<file path="config.mk">
export PLATFORM = sky130hd
export DESIGN_NAME = cq_poller
export DESIGN_NICKNAME = d
export VERILOG_FILES = /design/src/rtl/cq_pkg.sv /design/src/rtl/cq_owner_classify.sv /design/src/rtl/cq_payload_gather.sv /design/src/rtl/cq_doorbell_fmt.sv /design/src/rtl/cq_poll_ctrl.sv /design/src/rtl/cq_poller.sv
export SDC_FILE = /design/constraint.sdc
export NUM_CORES = 1
export LEC_CHECK = 0
export BUFFER_PORTS_ARGS = -buffer_cell sky130_fd_sc_hd__buf_4
export CORE_MARGIN = 2
export CORE_UTILIZATION = 38
export CTS_BUF_LIST = sky130_fd_sc_hd__clkbuf_16
export DETAILED_ROUTE_END_ITERATION = 12
export MAX_ROUTING_LAYER = met4
export PLACE_DENSITY = 0.64
export SLEW_MARGIN = 20
export SYNTH_ARGS = -nofsm -noshare
export SYNTH_HDL_FRONTEND = slang
export SYNTH_SLANG_ARGS = --single-unit
</file>
<file path="constraint.sdc">
create_clock -name clk -period 2.9 [get_ports clk]
set_input_delay 0.145 -clock clk [delete_from_list [all_inputs] [get_ports clk]]
set_output_delay 0.145 -clock clk [all_outputs]
set_load 0.02 [all_outputs]
</file>
<file path="src/rtl/cq_pkg.sv">
// Shared constants and types for the completion ring poller.
// Assumes 32-bit memory words and 16-word records.
package cq_pkg;
    localparam int WORD_W       = 32;
    localparam int REC_WORDS    = 16;
    localparam int WIDX_W       = $clog2(REC_WORDS);
    localparam int PAY_WORDS    = REC_WORDS - 1;
    localparam int PAY_W        = PAY_WORDS * WORD_W;
    localparam int CTRL_IDX     = REC_WORDS - 1;
    localparam int WQ_W         = 24;
    localparam int OWNER_W      = 3;
    localparam int PTR_W        = 31;
    localparam int DB_RSV_W     = 8;
    localparam int DB_W         = 1 + PTR_W + DB_RSV_W + WQ_W;

    typedef enum logic [2:0] {
        ST_IDLE,
        ST_RD_CTRL,
        ST_WAIT_CTRL,
        ST_RD_PAY,
        ST_PAY_LAST,
        ST_EMIT,
        ST_DONE
    } poll_state_e;

    typedef enum logic [1:0] {
        OWN_NEW,
        OWN_EMPTY,
        OWN_BAD
    } owner_cls_e;
endpackage

</file>
<file path="src/rtl/cq_owner_classify.sv">
// Classifies a record's owner field against the pass the head is on.
// Assumes the ring holds 2**LOG2_ENTRIES records and LOG2_ENTRIES+3 <= PTR_W.
module cq_owner_classify
    import cq_pkg::*;
#(
    parameter int LOG2_ENTRIES = 4
) (
    input  logic [PTR_W-1:0]   head,
    input  logic [OWNER_W-1:0] owner,
    output owner_cls_e         cls
);
    logic [OWNER_W-1:0] expect_own;
    logic [OWNER_W-1:0] behind_own;

    // Derive the current pass and the pass before it.
    always_comb begin
        expect_own = head[LOG2_ENTRIES +: OWNER_W];
        behind_own = expect_own - OWNER_W'(1);
    end

    // Map the owner value onto fresh, drained or lapped.
    always_comb begin
        if (owner == expect_own)      cls = OWN_NEW;
        else if (owner == behind_own) cls = OWN_EMPTY;
        else                          cls = OWN_BAD;
    end
endmodule

</file>
<file path="src/rtl/cq_payload_gather.sv">
// Collects the payload words of one record as they return from memory.
// Assumes read data arrives exactly one cycle after each issued read.
module cq_payload_gather
    import cq_pkg::*;
(
    input  logic              clk,
    input  logic              rst_n,
    input  logic              issue_en,
    input  logic [WIDX_W-1:0] issue_idx,
    input  logic [WORD_W-1:0] rd_data,
    output logic [PAY_W-1:0]  payload
);
    logic              cap_q;
    logic [WIDX_W-1:0] cap_idx_q;

    // Delay the issue strobe to line up with returning data.
    always_ff @(posedge clk) begin
        if (!rst_n) begin
            cap_q     <= 1'b0;
            cap_idx_q <= '0;
        end else begin
            cap_q     <= issue_en;
            cap_idx_q <= issue_idx;
        end
    end

    for (genvar i = 0; i < PAY_WORDS; i++) begin : g_word
        logic [WORD_W-1:0] word_q;
        // Hold payload word i until the next record overwrites it.
        always_ff @(posedge clk) begin
            if (!rst_n)
                word_q <= '0;
            else if (cap_q && cap_idx_q == WIDX_W'(i))
                word_q <= rd_data;
        end
        assign payload[i*WORD_W +: WORD_W] = word_q;
    end
endmodule

</file>
<file path="src/rtl/cq_doorbell_fmt.sv">
// Builds and registers the armed doorbell word.
// Assumes the head given is final when fire is high.
module cq_doorbell_fmt
    import cq_pkg::*;
(
    input  logic             clk,
    input  logic             rst_n,
    input  logic             fire,
    input  logic [WQ_W-1:0]  queue_id,
    input  logic [PTR_W-1:0] head,
    output logic             db_valid,
    output logic [DB_W-1:0]  db_word
);
    // Register the doorbell one cycle after the fire request.
    always_ff @(posedge clk) begin
        if (!rst_n) begin
            db_valid <= 1'b0;
            db_word  <= '0;
        end else begin
            db_valid <= fire;
            if (fire)
                db_word <= {1'b1, head, {DB_RSV_W{1'b0}}, queue_id};
        end
    end
endmodule

</file>
<file path="src/rtl/cq_poll_ctrl.sv">
// Poll sequencer: reads the control word at the head, fetches the payload
// of fresh records, emits them, and keeps the head and per-poll counters.
// Assumes a one-cycle memory read latency and no output back-pressure.
module cq_poll_ctrl
    import cq_pkg::*;
#(
    parameter int LOG2_ENTRIES = 4,
    parameter int CNT_W        = 6,
    localparam int ADDR_W      = LOG2_ENTRIES + WIDX_W
) (
    input  logic              clk,
    input  logic              rst_n,
    input  logic              poll_req,
    input  logic [CNT_W-1:0]  poll_max,
    input  logic              poll_arm,
    input  owner_cls_e        cls,
    input  logic [WQ_W-1:0]   ctrl_wq,
    input  logic              ctrl_sq,
    output logic              mem_rd_en,
    output logic [ADDR_W-1:0] mem_rd_addr,
    output logic              issue_en,
    output logic [WIDX_W-1:0] issue_idx,
    output logic              cmp_valid,
    output logic [WQ_W-1:0]   cmp_wq_num,
    output logic              cmp_is_sq,
    output logic              poll_done,
    output logic [CNT_W-1:0]  poll_count,
    output logic              poll_overflow,
    output logic              db_fire,
    output logic [PTR_W-1:0]  head
);
    poll_state_e       state_q;
    logic [CNT_W-1:0]  max_q;
    logic [CNT_W-1:0]  cnt_q;
    logic              arm_q;
    logic              ovf_q;
    logic [WIDX_W-1:0] word_q;
    logic [PTR_W-1:0]  head_q;
    logic [WQ_W-1:0]   wq_q;
    logic              sq_q;
    logic [LOG2_ENTRIES-1:0] slot;
    logic [CNT_W-1:0]  cnt_next;

    // Decode the current slot and the post-emit count.
    always_comb begin
        slot     = head_q[LOG2_ENTRIES-1:0];
        cnt_next = cnt_q + CNT_W'(1);
    end

    // Drive the memory read port from the state.
    always_comb begin
        mem_rd_en   = (state_q == ST_RD_CTRL) || (state_q == ST_RD_PAY);
        issue_en    = (state_q == ST_RD_PAY);
        issue_idx   = word_q;
        mem_rd_addr = {slot, (state_q == ST_RD_CTRL) ? WIDX_W'(CTRL_IDX) : word_q};
    end

    // Drive the completion, done and doorbell-request outputs.
    always_comb begin
        cmp_valid     = (state_q == ST_EMIT);
        cmp_wq_num    = wq_q;
        cmp_is_sq     = sq_q;
        poll_done     = (state_q == ST_DONE);
        poll_count    = cnt_q;
        poll_overflow = ovf_q;
        db_fire       = (state_q == ST_DONE) && arm_q;
        head          = head_q;
    end

    // Sequence a poll and keep the head, count and captured fields.
    always_ff @(posedge clk) begin
        if (!rst_n) begin
            state_q <= ST_IDLE;
            max_q   <= '0;
            cnt_q   <= '0;
            arm_q   <= 1'b0;
            ovf_q   <= 1'b0;
            word_q  <= '0;
            head_q  <= '0;
            wq_q    <= '0;
            sq_q    <= 1'b0;
        end else begin
            case (state_q)
                ST_IDLE: begin
                    if (poll_req) begin
                        max_q   <= poll_max;
                        arm_q   <= poll_arm;
                        cnt_q   <= '0;
                        ovf_q   <= 1'b0;
                        state_q <= (poll_max == '0) ? ST_DONE : ST_RD_CTRL;
                    end
                end
                ST_RD_CTRL: begin
                    state_q <= ST_WAIT_CTRL;
                end
                ST_WAIT_CTRL: begin
                    case (cls)
                        OWN_NEW: begin
                            wq_q    <= ctrl_wq;
                            sq_q    <= ctrl_sq;
                            word_q  <= '0;
                            state_q <= ST_RD_PAY;
                        end
                        OWN_EMPTY: state_q <= ST_DONE;
                        default: begin
                            ovf_q   <= 1'b1;
                            state_q <= ST_DONE;
                        end
                    endcase
                end
                ST_RD_PAY: begin
                    if (word_q == WIDX_W'(PAY_WORDS - 1))
                        state_q <= ST_PAY_LAST;
                    else
                        word_q <= word_q + WIDX_W'(1);
                end
                ST_PAY_LAST: begin
                    state_q <= ST_EMIT;
                end
                ST_EMIT: begin
                    head_q  <= head_q + PTR_W'(1);
                    cnt_q   <= cnt_next;
                    state_q <= (cnt_next == max_q) ? ST_DONE : ST_RD_CTRL;
                end
                ST_DONE: begin
                    state_q <= ST_IDLE;
                end
                default: state_q <= ST_IDLE;
            endcase
        end
    end
endmodule

</file>
<file path="src/rtl/cq_poller.sv">
// Top of the completion ring poller: ties sequencer, owner classifier,
// payload collector and doorbell formatter together.
// Assumes the producer writes the owner field last in each record.
module cq_poller
    import cq_pkg::*;
#(
    parameter int LOG2_ENTRIES = 4,
    parameter int CNT_W        = 6,
    localparam int ADDR_W      = LOG2_ENTRIES + WIDX_W
) (
    input  logic                    clk,
    input  logic                    rst_n,
    input  logic [WQ_W-1:0]         cq_id,
    input  logic                    poll_req,
    input  logic [CNT_W-1:0]        poll_max,
    input  logic                    poll_arm,
    output logic                    poll_done,
    output logic [CNT_W-1:0]        poll_count,
    output logic                    poll_overflow,
    output logic                    mem_rd_en,
    output logic [ADDR_W-1:0]       mem_rd_addr,
    input  logic [WORD_W-1:0]       mem_rd_data,
    output logic                    cmp_valid,
    output logic [WQ_W-1:0]         cmp_wq_num,
    output logic                    cmp_is_sq,
    output logic [PAY_W-1:0]        cmp_data,
    output logic                    db_valid,
    output logic [DB_W-1:0]         db_word
);
    owner_cls_e        cls;
    logic              issue_en;
    logic [WIDX_W-1:0] issue_idx;
    logic              db_fire;
    logic [PTR_W-1:0]  head_q;

    cq_owner_classify #(.LOG2_ENTRIES(LOG2_ENTRIES)) u_cls (
        .head  (head_q),
        .owner (mem_rd_data[WORD_W-1 -: OWNER_W]),
        .cls   (cls)
    );

    cq_poll_ctrl #(.LOG2_ENTRIES(LOG2_ENTRIES), .CNT_W(CNT_W)) u_ctrl (
        .clk           (clk),
        .rst_n         (rst_n),
        .poll_req      (poll_req),
        .poll_max      (poll_max),
        .poll_arm      (poll_arm),
        .cls           (cls),
        .ctrl_wq       (mem_rd_data[WQ_W-1:0]),
        .ctrl_sq       (mem_rd_data[WQ_W]),
        .mem_rd_en     (mem_rd_en),
        .mem_rd_addr   (mem_rd_addr),
        .issue_en      (issue_en),
        .issue_idx     (issue_idx),
        .cmp_valid     (cmp_valid),
        .cmp_wq_num    (cmp_wq_num),
        .cmp_is_sq     (cmp_is_sq),
        .poll_done     (poll_done),
        .poll_count    (poll_count),
        .poll_overflow (poll_overflow),
        .db_fire       (db_fire),
        .head          (head_q)
    );

    cq_payload_gather u_gather (
        .clk       (clk),
        .rst_n     (rst_n),
        .issue_en  (issue_en),
        .issue_idx (issue_idx),
        .rd_data   (mem_rd_data),
        .payload   (cmp_data)
    );

    cq_doorbell_fmt u_db (
        .clk      (clk),
        .rst_n    (rst_n),
        .fire     (db_fire),
        .queue_id (cq_id),
        .head     (head_q),
        .db_valid (db_valid),
        .db_word  (db_word)
    );
endmodule

</file>
-- Yosys cells after proc, flatten, opt, wreduce, memory -nomap -nowiden
Index checks and enable logic that the tools add are counted.
- reductions and logical operators: 31
- equality and inequality tests: 30
- multiplexer cells: 17
- add/subtract/negate cells: 4
- operator list (operator ; count):
    == test 4 bit, second input constant ; 8
    adder 31 x 1 -> 31 bit, second input constant ; 1
    one-hot mux 3 bit (6 select lines) ; 1
    == test 4 x 3 -> 1 bit, second input constant ; 4
    logical AND 1 bit ; 16
    two-way mux 3 bit ; 5
    two-way mux 4 bit ; 3
    one-hot mux 6 bit (2 select lines) ; 1
    == test 3 bit, second input constant ; 3
    == test 4 x 2 -> 1 bit, second input constant ; 2
    inequality test 2 bit, second input constant ; 4
    one-hot mux 4 bit (2 select lines) ; 1
    AND reduction 2 bit ; 4
    adder 6 x 1 -> 6 bit, second input constant ; 1
    == test 3 x 2 -> 1 bit, second input constant ; 2
    == test 3 bit ; 2
    == test 6 bit ; 1
    zero test 6 bit ; 1
    two-way mux 6 bit ; 1
    AND reduction 3 bit ; 2
    nonzero test 2 bit ; 3
    adder 4 x 1 -> 4 bit, second input constant ; 1
    == test 4 x 1 -> 1 bit, second input constant ; 1
    zero test 4 bit ; 1
    11 further kinds ; 13
- input bits: 66
- register bits: 619
- output and inout port bits: 588

-- Depth between registers and ports, before layout
- word-level depth: 8
- gate-level depth with buffers: 8

-- By module
From an unflattened synthesis, not the netlist that was laid out.
- cell total of the unflattened synthesis: 2282
- area, all modules: 23244.8 µm²
- by module, submodules not included (module ; area each (µm²) ; cells an instance ; times used ; sequential area each (µm²)):
    cq_payload_gather ; 17237.8 ; 1647 ; 1 ; 9709.3
    cq_poll_ctrl ; 3677.3 ; 434 ; 1 ; 1541.5
    cq_doorbell_fmt ; 2234.6 ; 191 ; 1 ; 1141.1
    cq_owner_classify ; 95.1 ; 10 ; 1 ; 0.0

-- Least setup slack after synthesis
Ideal clock, no wire load.
- path type: register to register
- start: register u_ctrl.cnt_q[0] (netlist: u_ctrl.poll_count[0])
- end: register u_ctrl.state_q[2]
- path slack: 770 ps
- setup time: 103 ps
- path buffers: 0
- period minus slack after synthesis: 2130 ps
- arrival: 2027 ps
- cell stages (with the launch flop): 7
- cell sequence: dfxtp_1 -> ha_1 -> nand3_1 -> nor3_1 -> a31oi_1 -> or4b_1 -> a2111oi_2
- cells in the longest elaborated chain, start to end: 4
- RTL lines (what ; RTL line ; source):
    start, declared ; cq_poll_ctrl.sv:34 ; logic [CNT_W-1:0] cnt_q;
    start signal, assigned ; cq_poll_ctrl.sv:122 ; cnt_q <= cnt_next;
    adder 6 x 1 -> 6 bit ; cq_poll_ctrl.sv:47 ; cnt_next = cnt_q + CNT_W'(1);
    == test 6 bit ; cq_poll_ctrl.sv:123 ; state_q <= (cnt_next == max_q) ? ST_DONE : ST_RD_CTRL;
    two-way mux 3 bit ; cq_poll_ctrl.sv:123 ;
    one-hot mux 3 bit (6 select lines) ; cq_poll_ctrl.sv:83 ; case (state_q)
    end signal, assigned ; cq_poll_ctrl.sv:90 ; state_q <= (poll_max == '0) ? ST_DONE : ST_RD_CTRL;
    end signal, assigned ; cq_poll_ctrl.sv:123 ;
    end, declared ; cq_poll_ctrl.sv:32 ; poll_state_e state_q;
No other way between the ends.
A chain may end at the register's enable or synchronous reset.

-- Final worst setup path
- start: register u_ctrl.state_q[2]
- end: register u_ctrl.head_q[30] (netlist: u_ctrl.head[30])
- cells in the longest elaborated chain, start to end: 1
- RTL lines (what ; RTL line ; source):
    == test 3 bit ; cq_poll_ctrl.sv:83 ;
    end signal, assigned ; cq_poll_ctrl.sv:121 ; head_q <= head_q + PTR_W'(1);
    end, declared ; cq_poll_ctrl.sv:38 ; logic [PTR_W-1:0] head_q;
No other way between the ends.

==> metrics <==
cells on worst reg2reg path=6; FF-to-FF End=u_ctrl.head[30]; count of cell types in the netlist=49; Final Setup Violations=0; Reg clk slew, reported paths=60 ps; synthesized area per cell=8.26 um^2; share of cells above drive strength 1=23.4%; DRT Pass-1 Iters=5; max-cap check violation count=0; first-pass GRT wire length=134000 um; area growth from synthesis to layout=34.0%; Vias=21400; Fmax=0.448 GHz; Min Clock Period, post-route=2230 ps; DP Wirelength=61300 um; Crit path arrival time=2750 ps; DR iter-0 viols=1527; post-synth top area share=52.0%; RSZ-0062 raised after global routing=false; CTS H-tree depth=3; critical path peak fanout=15; top-count cell post-synth=nand2_1; status=finished clean; Final Skew=27.2 ps; hold endpoint=u_gather.g_word[13].word_q[9]; die height=254 um; DR WL/cell=21.2 um; critical path type=flip-flop to flip-flop; Design Area, Final=0.0319 mm^2; Hold Violations, Final=0; buffers added on ports=645; Hold Crit Class=primary input to flip-flop; Cells after Synth=2882; GRT Resource Usage Total=28.4%; Slew HR=52.9%; GR Overflow Total=0; Placed Area=0.0293 mm^2; Final GP Congestion=0.855; register area share after synthesis=52.0%; period utilisation layout=76.9%; Commonest cells post-synth=nand2_1 (1172), dfxtp_1 (619), a21boi_0 (573); CP Capture Type=flip-flop; largest net degree at the start of global routing=111; fin nets=3527; Site Rows=91; PwrDens=568 mW/mm^2; Seq cells post-synth=619; post-CTS setup repair buffer count=0; CTS Hold Bufs=62; fillcell total=5863; Routed WL=92100 um; die area=0.0647 mm^2; Core ar.=0.0618 mm^2; P_leak=0.0123 uW; Post-route DRC=0; largest area contributor in the netlist=dfxtp_1; Post-synth top flop=dfxtp_1; Hold Path Origin=rst_n; r2r startpoint=u_ctrl.state_q[2]; Synth Warn #=0; CTS tree=built; maximum vdd ir drop=0.397 mV; IO Count=654; startpoint types=flip-flop; hold path cells=2; clk sinks=619; Via density=4.92; clock latency on the worst-skew pair=610 ps; synthesized area=0.0238 mm^2; clock buffer count from CTS=68; cts repair resizes=0; Post-synth ARST share=0%; Final Max Slew Viols=0; Post-synth EDFFs=0; synth top area cells=dfxtp_1 (52%), nand2_1 (18%), a21boi_0 (18%); CP required=3420 ps; Final TNS setup=0 ps; number of global-route vias before repair=20200; clock root buffer=clkbuf_16; initial cell density of the core=38.5%; measured slew at the worst slew-check pin=700 ps; initial antenna violation count=1; Die X=254 um; n_diodes=0; setup slack, reg-to-reg=670 ps; Max Root-Sink Buffers=3; Routed Antenna Nets=0; Power, Total=18100 uW
==> state kept, by name (all words and copies together) (netlist names) <==
register,count
u_gather.g_word.word_q,480
u_db.db_word,56
u_ctrl.head,31
u_ctrl.cmp_wq_num,24
u_ctrl.max_q,6
u_ctrl.poll_count,6
u_ctrl.issue_idx,4
u_gather.cap_idx_q,4
u_ctrl.state_q,3
u_ctrl.arm_q,1
u_ctrl.cmp_is_sq,1
u_ctrl.poll_overflow,1
u_db.db_valid,1
u_gather.cap_q,1
==> power by group <==
| group | internal [uW] | leakage (uW) | total [uW] | switching, uW |
|---|---|---|---|---|
| logic | 512 | 0.00626 | 1340 | 833 |
| registers | 8590 | 0.00498 | 8700 | 112 |
| clock network | 4460 | 0.00105 | 8080 | 3620 |
| total | 13600 | 0.0123 | 18100 | 4570 |
==> cells by family (layout without fill, tap and decap cells) <==
logic type | count (synthesis) | after routing | share of synthesized area [%]
fa+ha+maj | 6 | 6 | 0.315
flops | 619 | 619 | 52.0
mux | 1 | 1 | 0.0420
other cells | 1 | 8 | 0.0157
xor+xnor | 38 | 38 | 1.40
simple gates | 1335 | 1335 | 22.6
buf+inv | 276 | 894 | 4.66
compound gates | 606 | 606 | 18.9
==> stage by stage <==
stage / std cells / util, % / hold WS (ps) / setup slack [ps]
after floorplan: 2889 / - / 290 / 770
after global placement: 4160 / 47.3 / 410 / 682
after detailed placement: 4160 / 47.3 / 415 / 664
after CTS: 4344 / 51.6 / 22.2 / 640
after global routing: 4344 / 51.6 / 26.0 / 461
final: 4344 / 51.6 / 26.6 / 670
==> how the worst max path moves through the flow <==
stage / slack, ps / startpoint / endpoint
floorplan: 770 / u_ctrl.poll_count[0] / u_ctrl.state_q[2]
global placement: 680 / u_ctrl.state_q[2] / u_ctrl.head[30]
finish: 670 / u_ctrl.state_q[2] / u_ctrl.head[30]
detailed placement: 660 / u_ctrl.state_q[2] / u_ctrl.head[30]
CTS: 640 / u_ctrl.state_q[2] / u_ctrl.head[30]
global route: 460 / u_ctrl.state_q[2] / u_ctrl.head[16]
==> layout by cell type (no fill, tap or decap), drive strengths merged, types with 2 or more instances in the layout <==
cell	n
nand2b	5
nor2	25
dfxtp	619
a21oi	9
clkinv	34
nor4b	2
ha	6
nand3b	3
inv	33
and3	6
bufinv	2
nand2	1172
a31oi	4
and4	3
or4b	2
o21a	5
conb	8
buf	694
xnor2	19
nor4	9
xor2	19
clkbuf	68
or2	8
nand3	17
nor3	22
nor3b	2
and2	30
dlygate4sd3	62
a21boi	574
nand4	7
o21ai	9
nor2b	10
or3	10
==> area by class of cell <==
class	count	area, um^2	area share, %
flip-flops and latches	619	12400	38.8
multi-input cells	1994	10400	32.7
inverters	16	60.1	0.188
well taps	837	1050	3.28
clock inverters	54	325	1.02
clock buffers	68	1700	5.33
repair buffers	756	5960	18.7
==> per-layer routing <==
metal	vias up	part of all wire (%)	global-route usage (%)
met3	159	7.3	6.59
met4	0	3.5	9.31
met2	709	47	45.7
met1	10100	42	35.3
li1	10400	-	-
met5	-	0	-
==> critical path: stages (launching register included) <==
cell and delay, ps:
dfxtp_1 630, nand3b_2 290, inv_2 160, nand4_1 280, or3_1 390, nor3_1 200
mux2i_1 200
No activity file was read; power rests on OpenSTA's default activity.
